### src/rtl/csr_unit_pkg.sv
package csr_unit_pkg;

   localparam int ADDR_W  = 12;
   localparam int PRIV_W  = 2;
   localparam int NUM_CSR = 3;

   typedef enum logic [2:0] {
      OP_SWAP   = 3'd0,
      OP_SET    = 3'd1,
      OP_CLR    = 3'd2,
      OP_WRONLY = 3'd3,
      OP_RDONLY = 3'd4
   } csr_op_e;

   localparam logic [PRIV_W-1:0] PRIV_U = 2'd0;
   localparam logic [PRIV_W-1:0] PRIV_S = 2'd1;
   localparam logic [PRIV_W-1:0] PRIV_M = 2'd3;

   localparam logic [ADDR_W-1:0] ADDR_XLAT  = 12'h180;
   localparam logic [ADDR_W-1:0] ADDR_MSCR  = 12'h340;
   localparam logic [ADDR_W-1:0] ADDR_USCR  = 12'h040;

   localparam logic [ADDR_W-1:0] CSR_ADDRS [NUM_CSR] = '{ADDR_XLAT, ADDR_MSCR, ADDR_USCR};

endpackage

### src/rtl/csr_priv_gate.sv
module csr_priv_gate
   import csr_unit_pkg::*;
#(
   parameter int LVL_LO = 8
) (
   input  logic [ADDR_W-1:0] addr,
   input  logic [PRIV_W-1:0] priv,
   input  logic              tvm,
   output logic              illegal
);
   localparam int LVL_HI = LVL_LO + PRIV_W - 1;

   logic [PRIV_W-1:0] need_lvl;
   logic              too_low;
   logic              xlat_block;

   always_comb begin
      need_lvl   = addr[LVL_HI:LVL_LO];
      too_low    = priv < need_lvl;
      xlat_block = (priv == PRIV_S) && (addr == ADDR_XLAT) && tvm;
      illegal    = too_low || xlat_block;
   end
endmodule

### src/rtl/csr_rmw.sv
module csr_rmw
   import csr_unit_pkg::*;
#(
   parameter int XLEN = 32
) (
   input  logic [2:0]      op,
   input  logic [XLEN-1:0] old_val,
   input  logic [XLEN-1:0] src,
   output logic [XLEN-1:0] new_val,
   output logic            wr_op,
   output logic            rd_op
);
   always_comb begin
      new_val = old_val;
      wr_op   = 1'b0;
      rd_op   = 1'b1;
      case (op)
         OP_SWAP:   begin new_val = src;              wr_op = 1'b1; end
         OP_SET:    begin new_val = old_val | src;    wr_op = 1'b1; end
         OP_CLR:    begin new_val = old_val & ~src;   wr_op = 1'b1; end
         OP_WRONLY: begin new_val = src;              wr_op = 1'b1; rd_op = 1'b0; end
         default:   begin new_val = old_val;          wr_op = 1'b0; end
      endcase
   end
endmodule

### src/rtl/csr_bank.sv
module csr_bank
   import csr_unit_pkg::*;
#(
   parameter int XLEN = 32,
   parameter int NREG = NUM_CSR
) (
   input  logic              clk,
   input  logic              rst_n,
   input  logic [ADDR_W-1:0] addr,
   input  logic              we,
   input  logic [XLEN-1:0]   wdata,
   output logic              hit,
   output logic [XLEN-1:0]   rdata
);
   logic [NREG-1:0]  sel;
   logic [XLEN-1:0]  q [NREG];

   for (genvar g = 0; g < NREG; g++) begin : g_reg
      assign sel[g] = (addr == CSR_ADDRS[g]);

      always_ff @(posedge clk or negedge rst_n) begin
         if (!rst_n)            q[g] <= '0;
         else if (we && sel[g]) q[g] <= wdata;
      end

      // a register not selected for a write keeps its value
      a_r9_reg_hold: assert property (@(posedge clk) disable iff (!rst_n)
         !(we && sel[g]) |=> $stable(q[g]));
   end

   always_comb begin
      rdata = '0;
      for (int i = 0; i < NREG; i++)
         if (sel[i]) rdata = rdata | q[i];
      hit = |sel;
   end

   a_r8_decode_unique: assert property (@(posedge clk) disable iff (!rst_n)
      $onehot0(sel));
endmodule

### src/rtl/csr_access_unit.sv
module csr_access_unit
   import csr_unit_pkg::*;
#(
   parameter int XLEN = 32
) (
   input  logic              clk,
   input  logic              rst_n,
   input  logic              req_valid,
   input  logic [2:0]        req_op,
   input  logic [11:0]       req_addr,
   input  logic [XLEN-1:0]   req_src,
   input  logic [1:0]        cur_priv,
   input  logic              tvm,
   output logic              rsp_valid,
   output logic              rsp_rd_we,
   output logic [XLEN-1:0]   rsp_rdata,
   output logic              rsp_trap,
   output logic              rsp_addr_err
);
   if (XLEN != 32 && XLEN != 64) begin : g_bad_xlen
      $error("csr_access_unit: XLEN must be 32 or 64");
   end

   logic            illegal;
   logic            hit;
   logic [XLEN-1:0] old_val;
   logic [XLEN-1:0] new_val;
   logic            wr_op;
   logic            rd_op;
   logic            granted;
   logic            do_write;
   logic            do_read;

   csr_priv_gate u_gate (
      .addr    (req_addr),
      .priv    (cur_priv),
      .tvm     (tvm),
      .illegal (illegal)
   );

   csr_rmw #(.XLEN(XLEN)) u_rmw (
      .op      (req_op),
      .old_val (old_val),
      .src     (req_src),
      .new_val (new_val),
      .wr_op   (wr_op),
      .rd_op   (rd_op)
   );

   csr_bank #(.XLEN(XLEN)) u_bank (
      .clk   (clk),
      .rst_n (rst_n),
      .addr  (req_addr),
      .we    (do_write),
      .wdata (new_val),
      .hit   (hit),
      .rdata (old_val)
   );

   always_comb begin
      granted  = req_valid && !illegal;
      do_write = granted && hit && wr_op;
      do_read  = granted && hit && rd_op;
   end

   always_ff @(posedge clk or negedge rst_n) begin
      if (!rst_n) begin
         rsp_valid    <= 1'b0;
         rsp_rd_we    <= 1'b0;
         rsp_rdata    <= '0;
         rsp_trap     <= 1'b0;
         rsp_addr_err <= 1'b0;
      end else begin
         rsp_valid    <= req_valid;
         rsp_trap     <= req_valid && illegal;
         rsp_addr_err <= granted && !hit;
         rsp_rd_we    <= do_read;
         rsp_rdata    <= do_read ? old_val : '0;
      end
   end

   a_r1_low_priv_traps: assert property (@(posedge clk) disable iff (!rst_n)
      req_valid && (cur_priv < req_addr[9:8]) |=> rsp_trap && !rsp_rd_we);

   a_r2_xlat_tvm_traps: assert property (@(posedge clk) disable iff (!rst_n)
      req_valid && cur_priv == PRIV_S && req_addr == ADDR_XLAT && tvm |=> rsp_trap);

   a_r6_wronly_no_dest: assert property (@(posedge clk) disable iff (!rst_n)
      req_valid && req_op == OP_WRONLY |=> !rsp_rd_we && rsp_rdata == '0);

   a_r8_flags_exclusive: assert property (@(posedge clk) disable iff (!rst_n)
      $onehot0({rsp_trap, rsp_addr_err, rsp_rd_we}));

   a_r9_valid_follows: assert property (@(posedge clk) disable iff (!rst_n)
      req_valid |=> rsp_valid);

   a_r9_idle_quiet: assert property (@(posedge clk) disable iff (!rst_n)
      !req_valid |=> !rsp_valid && !rsp_trap && !rsp_addr_err && !rsp_rd_we);
endmodule

### config.mk
export PLATFORM = sky130hd
export DESIGN_NAME = csr_access_unit
export DESIGN_NICKNAME = d
export VERILOG_FILES = /design/src/rtl/csr_unit_pkg.sv /design/src/rtl/csr_priv_gate.sv /design/src/rtl/csr_rmw.sv /design/src/rtl/csr_bank.sv /design/src/rtl/csr_access_unit.sv
export SDC_FILE = /design/constraint.sdc
export NUM_CORES = 1
export LEC_CHECK = 0
export BUFFER_PORTS_ARGS = -buffer_cell sky130_fd_sc_hd__clkbuf_2
export CELL_PAD_IN_SITES_DETAIL_PLACEMENT = 1
export CELL_PAD_IN_SITES_GLOBAL_PLACEMENT = 2
export CORE_MARGIN = 1
export CORE_UTILIZATION = 40
export CTS_BUF_LIST = sky130_fd_sc_hd__clkbuf_8
export DETAILED_ROUTE_END_ITERATION = 10
export GPL_TIMING_DRIVEN = 0
export PLACE_DENSITY_LB_ADDON = 0.1
export SLEW_MARGIN = 10
export SYNTH_ARGS = -nofsm -noshare
export SYNTH_HDL_FRONTEND = slang
export SYNTH_SLANG_ARGS = --single-unit
export TNS_END_PERCENT = 1
### constraint.sdc
create_clock -name clk -period 3.65 [get_ports clk]
set_input_delay 0.5475 -clock clk [delete_from_list [all_inputs] [get_ports clk]]
set_output_delay 0.5475 -clock clk [all_outputs]
set_load 0.05 [all_outputs]
==> impl_metrics.toml <==
[status]
outcome = "finished clean"

[drt]
drtPass1Iterations = 5
detail-route-antenna-nets = 0
highest_layer = "met4"
met3_length_um = 1420
vias = 5987
wl_met1_um = 10600
drt-total-wl_um = 23500
wl_per_cell_um = 24.4
routed-wl-met2_um = 11300
viasPerCell = 6.19
drc = 0
first_iter_violations = 425

[synthesis]
syn_nets = 684
synth_ff_type = "dfrtp_1"
ys_seq_area_share_pct = 51.2
yosysUniqueCellTypes = 48
synth_edf_count = 0
synth-async-reset-ratio_pct = 100
synth_area_um2 = 6450
yosysWarnings = 0
synth-seq-cells = 132
synthCells = 630
syn_avg_cell_area_um2 = 10.2

[global_routing]
track_usage_pct = 29.7
grt_pass1_vias = 6115
antenna_found_initial = 0
overflow = 0
grt_first_pass_wirelength_um = 36000
grt_max_degree = 78

[setup_path]
end_kind = "flip-flop"
cp.arrival_ps = 3290
cp-start-kind = "input port"
critPathMaxFanout = 10
reg2regPathDepth = 3
required_ps = 4040
worst-setup-path-type = "input port to flip-flop"

[die]
coreArea_um2 = 15800
die_x_um = 129
die-area_um2 = 16600
die_h_um = 129
initial_utilization_pct = 40.7
pin_count = 89
rows = 46

[sta]
slew_headroom_pct = 35.4
max_freq_mhz = 344
fin_hold_ws_ps = 107
period_share_pct = 79.6
min_period_ps = 2900
timing.setup.tns_ps = 0
finalMaxSlewViolations = 0
finClkSkew_ps = 8.99
worstMarginPinSlew_ps = 965
setup_violations = 0
rsz0062_at_grt = "no"
finalHoldViolations = 0

[cts]
path_clk_slew_ps = 80
cts-resized-gates = 0
post-cts-setup-buffers = 0
cts_hold_buffers = 0
cts_sinks = 132
cts_root_buf = "clkbuf_8"
h-tree-depth = 4
clock_path_buffers = 2
clk_latency_ps = 460
cts_buffers = 17
cts_tree = "done"

[power]
pwr-share-comb_pct = 7.3
power_frac_clock_pct = 45.0
p_seq_share_pct = 47.7
peakVddDrop_v = 0.000230
p_switching_w = 0.000758
intPower_w = 0.00232
power.leakage_nw = 3.48
p_per_area_nw_per_um2 = 403
p_sw_share_pct = 24.6

[final_layout]
final_cells = 967
final_area_um2 = 7630
utilization_pct = 48.2
layout_commonest_cell = "dfrtp_1"
area_growth_syn_to_layout_pct = 18.3
n_antenna_cell = 0
layout-drive-gt1-share_pct = 22.0
nets = 792
final_cell_mix = "dfrtp_1 (132), clkbuf_2 (87), nor2_1 (75)"

[placed_design]
hpwl_um = 15600
placed_area_um2 = 7190
gp_congestion = 0.819
port-buffer-count = 88
place_inst = 935

[flow_run]
drv_cap = 0

[min_path]
min_path_type = "input port to asynchronous set/reset pin"
[stage by stage]
step                total power (W)  setup WS (ps)
detailed placement          0.00172            346
global placement            0.00171           -181
CTS                         0.00309            835
finish                      0.00308            746
floorplan                   0.00159           1350
global route                0.00316            621
[power groups by stage]
stage | Combinational, W | Clock [W] | Sequential (W)
detailed placement | 0.000222 | 0 | 0.00149
CTS | 0.000223 | 0.00140 | 0.00147
global placement | 0.000211 | 0 | 0.00149
floorplan | 0.0000890 | 0 | 0.00150
finish | 0.000225 | 0.00139 | 0.00147
global route | 0.000243 | 0.00145 | 0.00147
[sequential cells by signal (all words and copies together), names as in the netlist]
register and cells:
rsp_addr_err 1, rsp_rd_we 1, rsp_rdata 32, rsp_trap 1, rsp_valid 1, u_bank.q 96
[layer usage]
layer | global-route usage, % | up-vias
met3 | 4.91 | 32
li1 | - | 2613
met2 | 48.0 | 232
met5 | 0 | -
met1 | 40.7 | 3110
met4 | 9.69 | 0
[worst max-delay path: stages]
cell,delay [ps]
clkbuf_2,100
nor4_4,360
and2_2,210
clkbuf_1,500
clkbuf_1,510
clkbuf_1,690
a22oi_1,240
nor2_1,130
[cell usage after synthesis (2+ instances only)]
| cell type | number | area (um2) |
|---|---|---|
| clkbuf_1 | 34 | 128 |
| and2_1 | 4 | 25.0 |
| a22oi_1 | 32 | 240 |
| inv_1 | 2 | 7.51 |
| a31oi_1 | 16 | 100 |
| nand3_1 | 7 | 35.0 |
| mux2_2 | 16 | 180 |
| buf_4 | 3 | 22.5 |
| nor4b_4 | 2 | 47.6 |
| o21ai_0 | 21 | 105 |
| nand2b_1 | 3 | 18.8 |
| nand3b_1 | 2 | 15.0 |
| nor3_1 | 4 | 20.0 |
| a32o_1 | 30 | 300 |
| and3_1 | 17 | 106 |
| a22o_1 | 32 | 280 |
| a21oi_1 | 33 | 165 |
| o32a_1 | 32 | 320 |
| a211oi_1 | 4 | 30.0 |
| nand2_1 | 71 | 267 |
| nor2_1 | 75 | 282 |
| o211ai_1 | 12 | 90.1 |
| buf_2 | 17 | 85.1 |
| a221oi_1 | 3 | 26.3 |
| a32oi_1 | 4 | 35.0 |
| dfrtp_1 | 132 | 3300 |
[cells by family after synthesis]
| group | synth area share [%] |
|---|---|
| flip-flops | 51.2 |
| buffers and inverters | 4.23 |
| multiplexers | 2.79 |
| XOR/XNOR | 0.136 |
| adder cells (fa/ha/maj) | 0.194 |
| AO/OA/AOI/OAI | 26.8 |
| AND/OR/NAND/NOR | 14.6 |
[cell type report]
| cell class | count | area (um2) |
|---|---|---|
| Sequential cell | 132 | 3300 |
| Inverter | 3 | 11.3 |
| Clock buffer | 20 | 275 |
| Tap cell | 216 | 270 |
| Buffer | 56 | 262 |
| Fill cell | 1802 | 8200 |
| Multi-Input combinational cell | 439 | 2870 |
| Clock inverter | 12 | 160 |
| Timing Repair Buffer | 89 | 477 |
[final timing paths]
path,from,to,slack [ps]
max,req_addr[3],rsp_rdata[25],750
max in group asynchronous,rst_n,u_bank.q[27],2790
min reg2reg,u_bank.q[80],u_bank.q[80],500
min,rst_n,u_bank.q[5],110
min in group clk,req_valid,rsp_valid,250
max reg2reg,u_bank.q[15],u_bank.q[15],2360
(Power assumes the default switching activity.)
